File: src/rtl/sg_dma_channel.sv
`timescale 1ns/1ps
module sg_dma_channel #(
  parameter int AW      = 32,
  parameter int DW      = 32,
  parameter int SIZE_W  = 16,
  parameter int BURST_W = 4
)(
  input  logic              clk,
  input  logic              rst_n,
  input  logic              start,
  input  logic [AW-1:0]     head_addr,
  input  logic              cyclic_en,
  input  logic              pause,
  input  logic              resume,
  input  logic              abort,
  input  logic              drq,
  output logic              mem_req,
  output logic              mem_we,
  output logic [AW-1:0]     mem_addr,
  output logic [1:0]        mem_size,
  output logic [DW-1:0]     mem_wdata,
  input  logic              mem_ready,
  input  logic              mem_rvalid,
  input  logic [DW-1:0]     mem_rdata,
  output logic              busy,
  output logic              paused,
  output logic              done_irq,
  output logic              err,
  output logic [SIZE_W-1:0] residue
);
  localparam int WC_LSB   = SIZE_W;
  localparam int BL_LSB   = SIZE_W + 2;
  localparam int SINC_BIT = BL_LSB + BURST_W;
  localparam int DINC_BIT = SINC_BIT + 1;
  localparam int DEV_BIT  = SINC_BIT + 2;
  localparam int CTRL_W   = DEV_BIT + 1;
  localparam int BEAT_W   = BURST_W + 1;

  typedef enum logic [3:0] {
    S_IDLE, S_FREQ, S_FWAIT, S_CHECK, S_BURST,
    S_RD, S_RWAIT, S_WR, S_NEXT, S_PAUSE
  } st_t;

  st_t               st, ret_st;
  logic [AW-1:0]     head, dptr, src, dst, nxt;
  logic [CTRL_W-1:0] ctrl;
  logic [DW-1:0]     data;
  logic [SIZE_W-1:0] rem;
  logic [BEAT_W-1:0] beats;
  logic [1:0]        widx;
  logic              cyc, pause_pend, rd_pend;

  wire [SIZE_W-1:0]  c_size  = ctrl[SIZE_W-1:0];
  wire [1:0]         c_wcode = ctrl[WC_LSB+1:WC_LSB];
  wire [BURST_W-1:0] c_burst = ctrl[BL_LSB+BURST_W-1:BL_LSB];
  wire               c_sinc  = ctrl[SINC_BIT];
  wire               c_dinc  = ctrl[DINC_BIT];
  wire               c_dev   = ctrl[DEV_BIT];
  wire [3:0]         wbytes  = 4'd1 << c_wcode;
  wire               bad     = (c_size == '0) || (c_wcode == 2'd3) ||
                               ((c_size & SIZE_W'(wbytes - 4'd1)) != '0);

  assign mem_req   = (st == S_FREQ || st == S_RD || st == S_WR) && !abort;
  assign mem_we    = (st == S_WR);
  assign mem_addr  = (st == S_FREQ) ? dptr + AW'({widx, 2'b00}) :
                     (st == S_RD)   ? src : dst;
  assign mem_size  = (st == S_FREQ) ? 2'd2 : c_wcode;
  assign mem_wdata = data;
  assign busy      = (st != S_IDLE);
  assign paused    = (st == S_PAUSE);
  assign residue   = rem;

  always_ff @(posedge clk) begin
    if (!rst_n) begin
      st <= S_IDLE;   ret_st <= S_BURST;
      head <= '0;     dptr <= '0;   src <= '0;  dst <= '0;  nxt <= '0;
      ctrl <= '0;     data <= '0;   rem <= '0;  beats <= '0; widx <= '0;
      cyc <= 1'b0;    pause_pend <= 1'b0;       rd_pend <= 1'b0;
      done_irq <= 1'b0; err <= 1'b0;
    end else begin
      done_irq <= 1'b0;
      if (mem_req && mem_ready && !mem_we) rd_pend <= 1'b1;
      else if (mem_rvalid)                 rd_pend <= 1'b0;
      if (st != S_IDLE) begin
        if (resume)     pause_pend <= 1'b0;
        else if (pause) pause_pend <= 1'b1;
      end
      if (abort && st != S_IDLE) begin
        st <= S_IDLE;
        rem <= '0;
        pause_pend <= 1'b0;
      end else begin
        case (st)
          S_IDLE: if (start && !rd_pend) begin
            head <= head_addr;  dptr <= head_addr;  cyc <= cyclic_en;
            widx <= '0;  err <= 1'b0;  pause_pend <= 1'b0;
            st <= S_FREQ;
          end
          S_FREQ: if (mem_ready) st <= S_FWAIT;
          S_FWAIT: if (mem_rvalid) begin
            case (widx)
              2'd0:    src  <= mem_rdata[AW-1:0];
              2'd1:    dst  <= mem_rdata[AW-1:0];
              2'd2:    ctrl <= mem_rdata[CTRL_W-1:0];
              default: nxt  <= mem_rdata[AW-1:0];
            endcase
            widx <= widx + 2'd1;
            st <= (widx == 2'd3) ? S_CHECK : S_FREQ;
          end
          S_CHECK: if (bad) begin
            err <= 1'b1;
            st <= S_IDLE;
          end else begin
            rem <= c_size;
            st <= S_BURST;
          end
          S_BURST: if (pause_pend) begin
            ret_st <= S_BURST;
            st <= S_PAUSE;
          end else if (!c_dev || drq) begin
            beats <= BEAT_W'(c_burst) + BEAT_W'(1);
            st <= S_RD;
          end
          S_RD: if (mem_ready) st <= S_RWAIT;
          S_RWAIT: if (mem_rvalid) begin
            data <= mem_rdata;
            st <= S_WR;
          end
          S_WR: if (mem_ready) begin
            rem <= rem - SIZE_W'(wbytes);
            if (c_sinc) src <= src + AW'(wbytes);
            if (c_dinc) dst <= dst + AW'(wbytes);
            beats <= beats - BEAT_W'(1);
            if (rem == SIZE_W'(wbytes))   st <= S_NEXT;
            else if (beats == BEAT_W'(1)) st <= S_BURST;
            else if (pause_pend) begin
              ret_st <= S_RD;
              st <= S_PAUSE;
            end else st <= S_RD;
          end
          S_NEXT: begin
            widx <= '0;
            if (cyc) done_irq <= 1'b1;
            if (nxt == '0) begin
              if (cyc) begin
                dptr <= head;
                st <= S_FREQ;
              end else begin
                done_irq <= 1'b1;
                st <= S_IDLE;
              end
            end else begin
              dptr <= nxt;
              st <= S_FREQ;
            end
          end
          S_PAUSE: if (resume) st <= ret_st;
          default: st <= S_IDLE;
        endcase
      end
    end
  end
endmodule

File: config.mk
export PLATFORM = sky130hd
export DESIGN_NAME = sg_dma_channel
export DESIGN_NICKNAME = d
export VERILOG_FILES = /design/src/rtl/sg_dma_channel.sv
export SDC_FILE = /design/constraint.sdc
export NUM_CORES = 1
export LEC_CHECK = 0
export BUFFER_PORTS_ARGS = -buffer_cell sky130_fd_sc_hd__buf_4
export CELL_PAD_IN_SITES_DETAIL_PLACEMENT = 1
export CELL_PAD_IN_SITES_GLOBAL_PLACEMENT = 1
export CORE_MARGIN = 4
export CORE_UTILIZATION = 43
export DETAILED_ROUTE_END_ITERATION = 7
export MAX_ROUTING_LAYER = met4
export PLACE_DENSITY_LB_ADDON = 0.1
export RECOVER_POWER = 25
export SLEW_MARGIN = 25
export SYNTH_ARGS = -nofsm -noshare
export SYNTH_HDL_FRONTEND = slang
export SYNTH_SLANG_ARGS = --single-unit
File: constraint.sdc
create_clock -name clk -period 3.3 [get_ports clk]
set_clock_uncertainty 0.2 [all_clocks]
set_input_delay 0.165 -clock clk [delete_from_list [all_inputs] [get_ports clk]]
set_output_delay 0.165 -clock clk [all_outputs]
set_load 0.03 [all_outputs]
==> reports/results.md, run 1 <==
### Placed design
- **Port Buffer Count** 161
- **sum of net half-perimeters after detailed placement** 39200 microns
- **placed cell count** 2252
- **setup slack at placement** 0.159 ns
- **routability congestion estimate from global placement** 0.940

### Critical path
- **worst-path maximum fanout** 5
- **Critical Path Source** widx[0]
- **type of the worst setup path** flop to primary output
- **Worst R2R Start** ctrl[16]
- **CP Data Required Time** 2.93 ns
- **Setup crit end kind** primary output
- **Critical Path AT** 2.84 ns
- **crit path launch type** flop

### Synthesis
- **number of register bits inferred by synthesis** 250
- **share of flip-flops with an asynchronous set or reset** 0%
- **Mapped Nets** 1866
- **synthesized-area fraction occupied by adder cells** 2.74%
- **post-synthesis average cell area** 7.61 sq um
- **Post-synth EDFFs** 0
- **Yosys Warn Count** 0
- **area share of xor/xnor cells in the synthesized design** 2.09%
- **area fraction in and, or, nand and nor cells after synthesis** 24.9%
- **number of distinct library cells after synthesis** 93
- **Syn Std Cell Area** 0.0134 sq mm
- **Synth Instances** 1765
- **compound-gate portion of the synthesized area** 27.6%
- **share of synthesized area occupied by flip-flops and latches** 37.3%
- **largest family of logic cells by synthesized area** compound AO/OA/AOI/OAI gates
- **mux share of post-synthesis cell area** 0.447%
- **dominant register cell in the synthesized netlist** sky130_fd_sc_hd__dfxtp_1

### Timing
- **sum of negative setup slack** 0 ns
- **clock period minus final worst setup slack** 3.20 ns
- **Hold Violations, Final** 0
- **peak clock frequency supported by timing** 0.312 GHz
- **worst-case headroom to the max-slew limit** 28.8%
- **slack of the critical path** 0.0972 ns
- **Max Transition Viols Final** 0
- **crit share post-route** 97.1%
- **transition time at the pin with the least slew margin** 1.07 ns
- **final-report setup violation count** 0
- **RSZ-0062 raised after global routing** true

### Floorplan
- **starting density of the core** 43.8%
- **total die area** 0.0341 sq mm
- **Core Area** 0.0307 sq mm
- **number of placement rows** 64
- **floorplan die height** 185 microns
- **floorplan die width** 185 microns
- **I/O pin count** 162

### Pwr
- **relative contribution of sequential cells to total power** 41.2%
- **portion of total power attributed to the clock network** 48.0%
- **LEAKAGE** 5.97 nW
- **power density cells** 461 mW/mm^2
- **cell-internal power** 5.64 mW
- **switching power summed over all nets** 2.09 mW
- **worst voltage drop across the vdd grid** 0.498 mV
- **combinational cell fraction of total power** 10.9%
- **switch share** 27.0%

### Global route
- **pin count of the biggest net entering global routing** 72
- **first-pass GRT wire length** 87300 microns
- **initial antenna violation count** 1
- **overall fraction of global-route tracks in use** 33.4%
- **vias in the first global route** 14770
- **gr ovfl total** 0

### Run status
- **result of the run** finished clean

### CTS
- **cell chosen for the clock root** sky130_fd_sc_hd__clkbuf_16
- **clock buffer depth** 3
- **CTS Buf Count** 29
- **clock-pin transition on the worst setup and hold timing paths** 0.06 ns
- **number of buffers inserted by post-CTS setup repair** 0
- **CTS tree** done
- **CTS H-tree depth** 1
- **worst-skew pair later-pin latency** 0.58 ns
- **clock tree sinks** 250

### Routing
- **average wire per cell in the routed design** 23.8 microns
- **detailed-route wire length** 57000 microns
- **antenna viol nets, final** 0
- **via-per-instance ratio** 6.13
- **number of DRC violations after detailed routing** 0
- **violation count after the first detailed-routing iteration** 1358
- **via count** 14655
- **Detailed Routing Iterations Pass 1** 5

### Job
- **max-cap violation count** 0

### Final layout
- **antenna cells** 0
- **non-filler cells in the finished layout** 2389
- **# fillers** 3772
- **fraction of final layout cells sized beyond drive strength 1** 13.6%
- **Storage cell area** 0.00501 sq mm
- **Layout Area Growth over Synthesis** 24.9%
- **area of the multi-input gates** 0.00781 sq mm
- **Net count, final** 2071
- **post-layout util** 54.7%

### Worst hold path
- **min-delay src** start
- **Tightest Hold Check Type** input pin to flop

-- through the flow --
stage	power (mW)	cell area, sq um	hold WS [ns]
2_1_floorplan	3.62	13400	0.101
3_3_place_gp	3.97	15000	0.220
3_5_place_dp	3.98	15000	0.224
4_1_cts	7.74	16900	0.0100
5_1_grt	7.95	16800	0.0885
6_report	7.73	16800	0.0305
-- Yosys cell counts, drive strengths merged, types with 18 or more instances --
cell type | n | area, sq um
dfxtp | 250 | 5000
o21ai | 150 | 754
ha | 23 | 288
o22ai | 21 | 131
nand2 | 382 | 1440
a21oi | 203 | 1020
inv | 31 | 116
nor4 | 18 | 143
a22oi | 32 | 240
nand4 | 28 | 188
a211o | 32 | 280
and3 | 18 | 113
nor2 | 102 | 388
clkbuf | 68 | 256
buf | 52 | 294
nand3 | 41 | 215
a211oi | 29 | 228
nor3 | 35 | 190
-- critical path: stages (launching register included) --
cell and delay, ns:
sky130_fd_sc_hd__dfxtp_2 0.38, sky130_fd_sc_hd__ha_1 0.20, sky130_fd_sc_hd__inv_1 0.06, sky130_fd_sc_hd__fa_2 0.39, sky130_fd_sc_hd__nor2b_4 0.16, sky130_fd_sc_hd__nand4_1 0.18, sky130_fd_sc_hd__nor2_2 0.22, sky130_fd_sc_hd__nand4_1 0.15
sky130_fd_sc_hd__xor2_1 0.18, sky130_fd_sc_hd__o21ai_0 0.16, sky130_fd_sc_hd__buf_4 0.19
-- layer usage --
layer  part of all wire [%]  global-route usage [%]  up-vias  wire length (microns)
met5                      0                       -        -                      0
met4                    3.7                    10.5        0                   2120
met3                    5.9                    3.67      122                   3350
met2                     45                    52.0      499                  25700
met1                     45                    45.9     7266                  25800
li1                       -                       -     6768                      -
-- path summary, 6_finish.rpt --
path,slack (ns),cells past startpoint,to
worst max-delay path,0.1,10,mem_addr[26]
worst max register to register,0.21,11,src[22]
worst min register to register,0.26,2,mem_wdata[8]
worst min-delay path,0.03,5,err
-- layout make-up --
type / instances / area share (%)
clock inverter: 21 / 1.97
clock buffer: 33 / 4.54
timing repair buffer: 294 / 13.4
tap: 396 / 2.96
inverter: 31 / 0.709
sequential: 250 / 29.9
multi-input combinational: 1364 / 46.6
-- power by group through the flow --
| stage | combinational (mW) | sequential, mW | clock (mW) |
|---|---|---|---|
| after floorplan | 0.401 | 3.22 | 0 |
| after global placement | 0.725 | 3.24 | 0 |
| after detailed placement | 0.733 | 3.25 | 0 |
| after CTS | 0.823 | 3.18 | 3.74 |
| after global routing | 0.891 | 3.19 | 3.87 |
| final | 0.840 | 3.18 | 3.71 |
-- cells by family after synthesis --
logic type	after synthesis
mux	6
compound gates	589
flops	250
fa+ha+maj	27
simple gates	710
xor+xnor	32
buf+inv	151
-- registers in the layout, indices dropped and copies added (netlist names), 16 cells and up --
register   flops
nxt           32
dst           32
head          32
ctrl          25
residue       16
dptr          32
src           32
mem_wdata     32
-- cell usage in the layout, fill, tap and decap left out, types with 30 or more instances in the layout --
| master | instances |
|---|---|
| sky130_fd_sc_hd__clkbuf_1 | 55 |
| sky130_fd_sc_hd__nor2_1 | 96 |
| sky130_fd_sc_hd__nor3_1 | 30 |
| sky130_fd_sc_hd__buf_4 | 155 |
| sky130_fd_sc_hd__nand3_1 | 39 |
| sky130_fd_sc_hd__nand2_1 | 380 |
| sky130_fd_sc_hd__a21oi_1 | 203 |
| sky130_fd_sc_hd__a211o_1 | 32 |
| sky130_fd_sc_hd__a22oi_1 | 32 |
| sky130_fd_sc_hd__dlygate4sd3_1 | 83 |
| sky130_fd_sc_hd__dfxtp_1 | 247 |
| sky130_fd_sc_hd__o21ai_0 | 143 |
-- what timing repair did --
action | in CTS | in global routing
pin swaps | 1 | 1
endpoints found under the hold margin | 229 | 0
resized for setup | 6 | 11
hold buffers | 83 | 0
setup endpoints to repair | 13 | 20
No activity file was read; power rests on OpenSTA's default activity.
==> inputs of run 2 (changes only) <==
==> config.mk (replaced) <==
export PLATFORM = sky130hd
export DESIGN_NAME = sg_dma_channel
export DESIGN_NICKNAME = d
export VERILOG_FILES = /design/src/rtl/sg_dma_channel.sv
export SDC_FILE = /design/constraint.sdc
export NUM_CORES = 1
export LEC_CHECK = 0
export ABC_AREA = 1
export BUFFER_PORTS_ARGS = -buffer_cell sky130_fd_sc_hd__buf_4
export CELL_PAD_IN_SITES_DETAIL_PLACEMENT = 1
export CELL_PAD_IN_SITES_GLOBAL_PLACEMENT = 1
export CORE_MARGIN = 4
export CORE_UTILIZATION = 41
export DETAILED_ROUTE_END_ITERATION = 7
export MAX_ROUTING_LAYER = met4
export PLACE_DENSITY_LB_ADDON = 0.15
export RECOVER_POWER = 25
export SYNTH_ARGS = -nofsm -noshare
export SYNTH_HDL_FRONTEND = slang
export SYNTH_SLANG_ARGS = --single-unit
==> run 2 against run 1 <==
Effect of this change:
- sequential power up 33%
- largest cell class unchanged
- critical path depth is 2 lower
- die area rose by 17%
- count of clock-buffer cells in the layout increased by 15
- highest routed layer unchanged
- worst setup slack better by 0.032 ns
- wire length rose by 18%
- hold slack improved by 0.017 ns
- final cell count is 33% higher
==> reports/results.md, run 2 <==
### Synthesis
- **share of synthesized area occupied by flip-flops and latches** 33.2%
- **post-synthesis average cell area** 6.05 sq um
- **number of register bits inferred by synthesis** 250
- **Mapped Nets** 2598
- **Post-synth EDFFs** 0
- **Synth top area share** 33.2%
- **most numerous cell types in the synthesized netlist** sky130_fd_sc_hd__nand2_1 (680), sky130_fd_sc_hd__nor2_1 (442), sky130_fd_sc_hd__dfxtp_1 (250), sky130_fd_sc_hd__inv_1 (245), sky130_fd_sc_hd__a21oi_1 (214)
- **number of distinct library cells after synthesis** 41
- **largest area contributor in the netlist** sky130_fd_sc_hd__dfxtp_1
- **Syn Std Cell Area** 0.0151 sq mm
- **dominant register cell in the synthesized netlist** sky130_fd_sc_hd__dfxtp_1
- **Yosys Warn Count** 0
- **share of flip-flops with an asynchronous set or reset** 0%
- **count leader, synth** sky130_fd_sc_hd__nand2_1
- **cell types with the largest area share after synthesis** sky130_fd_sc_hd__dfxtp_1 (33%), sky130_fd_sc_hd__nand2_1 (17%), sky130_fd_sc_hd__nor2_1 (11%)
- **Synth Instances** 2497

### Timing
- **Max Transition Viols Final** 0
- **RSZ-0062 raised after global routing** false
- **clock period minus final worst setup slack** 3.17 ns
- **crit share post-route** 96.1%
- **transition time at the pin with the least slew margin** 0.924 ns
- **final-report setup violation count** 0
- **Hold Violations, Final** 0
- **peak clock frequency supported by timing** 0.315 GHz
- **post-route worst hold slack** 0.0479 ns
- **worst-case headroom to the max-slew limit** 38.4%
- **sum of negative setup slack** 0 ns

### Routing
- **average wire per cell in the routed design** 21.1 microns
- **number of DRC violations after detailed routing** 0
- **antenna viol nets, final** 0
- **via count** 17617
- **detailed-route wire length** 67100 microns
- **via-per-instance ratio** 5.54
- **violation count after the first detailed-routing iteration** 1200
- **Detailed Routing Iterations Pass 1** 5

### CTS
- **CTS H-tree depth** 2
- **CTS Buf Count** 34
- **clock buffer depth** 3
- **CTS tree** done
- **cell chosen for the clock root** sky130_fd_sc_hd__clkbuf_16
- **worst-skew pair later-pin latency** 0.56 ns
- **clock-pin transition on the worst setup and hold timing paths** 0.06 ns
- **clock tree sinks** 250

### Worst hold path
- **Tightest Hold Check Type** input pin to flop

### Placed design
- **sum of net half-perimeters after detailed placement** 47600 microns
- **Port Buffer Count** 161
- **routability congestion estimate from global placement** 0.974
- **area of placed instances** 0.0167 sq mm

### Floorplan
- **starting density of the core** 41.4%
- **I/O pin count** 162
- **Core Area** 0.0364 sq mm
- **floorplan die width** 200 microns
- **total die area** 0.0400 sq mm
- **number of placement rows** 70
- **floorplan die height** 200 microns

### Final layout
- **fraction of final layout cells sized beyond drive strength 1** 8.26%
- **Layout Area Growth over Synthesis** 21.7%
- **highest-count cells in the layout ignoring fill and taps** sky130_fd_sc_hd__nand2_1 (681), sky130_fd_sc_hd__nor2_1 (443), sky130_fd_sc_hd__dfxtp_1 (249), sky130_fd_sc_hd__inv_1 (246), sky130_fd_sc_hd__a21oi_1 (214)
- **Net count, final** 2790
- **antenna cells** 0
- **post-layout util** 50.4%
- **final design area excluding fillers** 0.0184 sq mm
- **leading cell type in the layout, fill and taps excluded** sky130_fd_sc_hd__nand2_1

### Global route
- **first-pass GRT wire length** 103000 microns
- **vias in the first global route** 17890
- **initial antenna violation count** 0
- **pin count of the biggest net entering global routing** 96
- **overall fraction of global-route tracks in use** 34.0%
- **gr ovfl total** 0

### Critical path
- **Largest stage delay, worst path** 0.57 ns
- **Critical Path AT** 3.48 ns
- **Setup crit end kind** flop
- **worst-path maximum fanout** 10
- **critical path cell sequence** nand2_1, nor2_2, clkinv_1, a21oi_1, nand3_1, dlygate4sd3_1, a21oi_1, dlygate4sd3_1
- **type of the worst setup path** flop to flop
- **worst-path cell with the longest stage delay** sky130_fd_sc_hd__dlygate4sd3_1
- **CP Data Required Time** 3.61 ns
- **crit path launch type** flop

### Pwr
- **LEAKAGE** 8.15 nW
- **worst voltage drop across the vdd grid** 0.396 mV
- **power density cells** 710 mW/mm^2

### Job
- **max-cap violation count** 0

### Run status
- **result of the run** finished clean

run 2: logic make-up after synthesis:
| kind of cell | Yosys count | share of synthesized area, % |
|---|---|---|
| simple gates | 1382 | 37.2 |
| compound gates | 437 | 15.3 |
| fa+ha+maj | 27 | 2.44 |
| xor+xnor | 37 | 2.15 |
| flops | 250 | 33.2 |
| buf+inv | 364 | 9.75 |
run 2: final cells by class:
type                    count  area [sq um]
repair buffers            265          2030
multi-input cells        1883          8650
clock buffers              48           973
flip-flops and latches    250          5010
well taps                 468           586
inverters                 255           957
clock inverters            12           176
fillers                  4966         18100
run 2: final timing paths:
path         depth (start not counted)             to     startpoint  slack, ns
max                                  8        rd_pend          st[0]       0.13
min                                  7          st[0]            drq       0.05
max reg2reg                          8        rd_pend          st[0]       0.13
min reg2reg                          2  mem_wdata[13]  mem_wdata[13]       0.26
run 2: stage by stage:
stage          cells  worst slack [ns]  power [mW]
2_1_floorplan   2497             0.596        7.32
3_3_place_gp    3047             0.420        8.87
3_5_place_dp    3047             0.274        9.02
4_1_cts         3181            0.0250        13.0
5_1_grt         3181            0.0106        13.8
6_report        3181             0.129        13.0
run 2: what timing repair did:
action                                  4_1_cts  5_1_grt
endpoints found under the hold margin       178        0
hold buffers                                 74        0
resized for setup                             6        6
pin swaps                                     0        3
setup buffers                                 0        0
gates cloned                                  0        0
endpoints found under the setup margin        9       15
run 2: critical path: cells and delay by family (launching register included):
| family | cells | cell delay, ns |
|---|---|---|
| buffers and inverters | 3 | 1.58 |
| AO/OA/AOI/OAI | 2 | 0.55 |
| flip-flops | 1 | 0.42 |
| AND/OR/NAND/NOR | 3 | 0.36 |
run 2: layer usage:
metal,global-route usage (%),wire length [microns],up-vias
met1,44.9,29600,8484
li1,-,-,8370
met4,16.8,3910,0
met3,3.88,3650,186
met5,-,0,-
met2,52.0,29900,577
run 2: report_power, final:
| part | total (mW) | internal (mW) | switching (mW) |
|---|---|---|---|
| registers | 4.24 | 3.63 | 0.614 |
| logic | 4.94 | 1.55 | 3.40 |
| clock network | 3.85 | 2.32 | 1.53 |
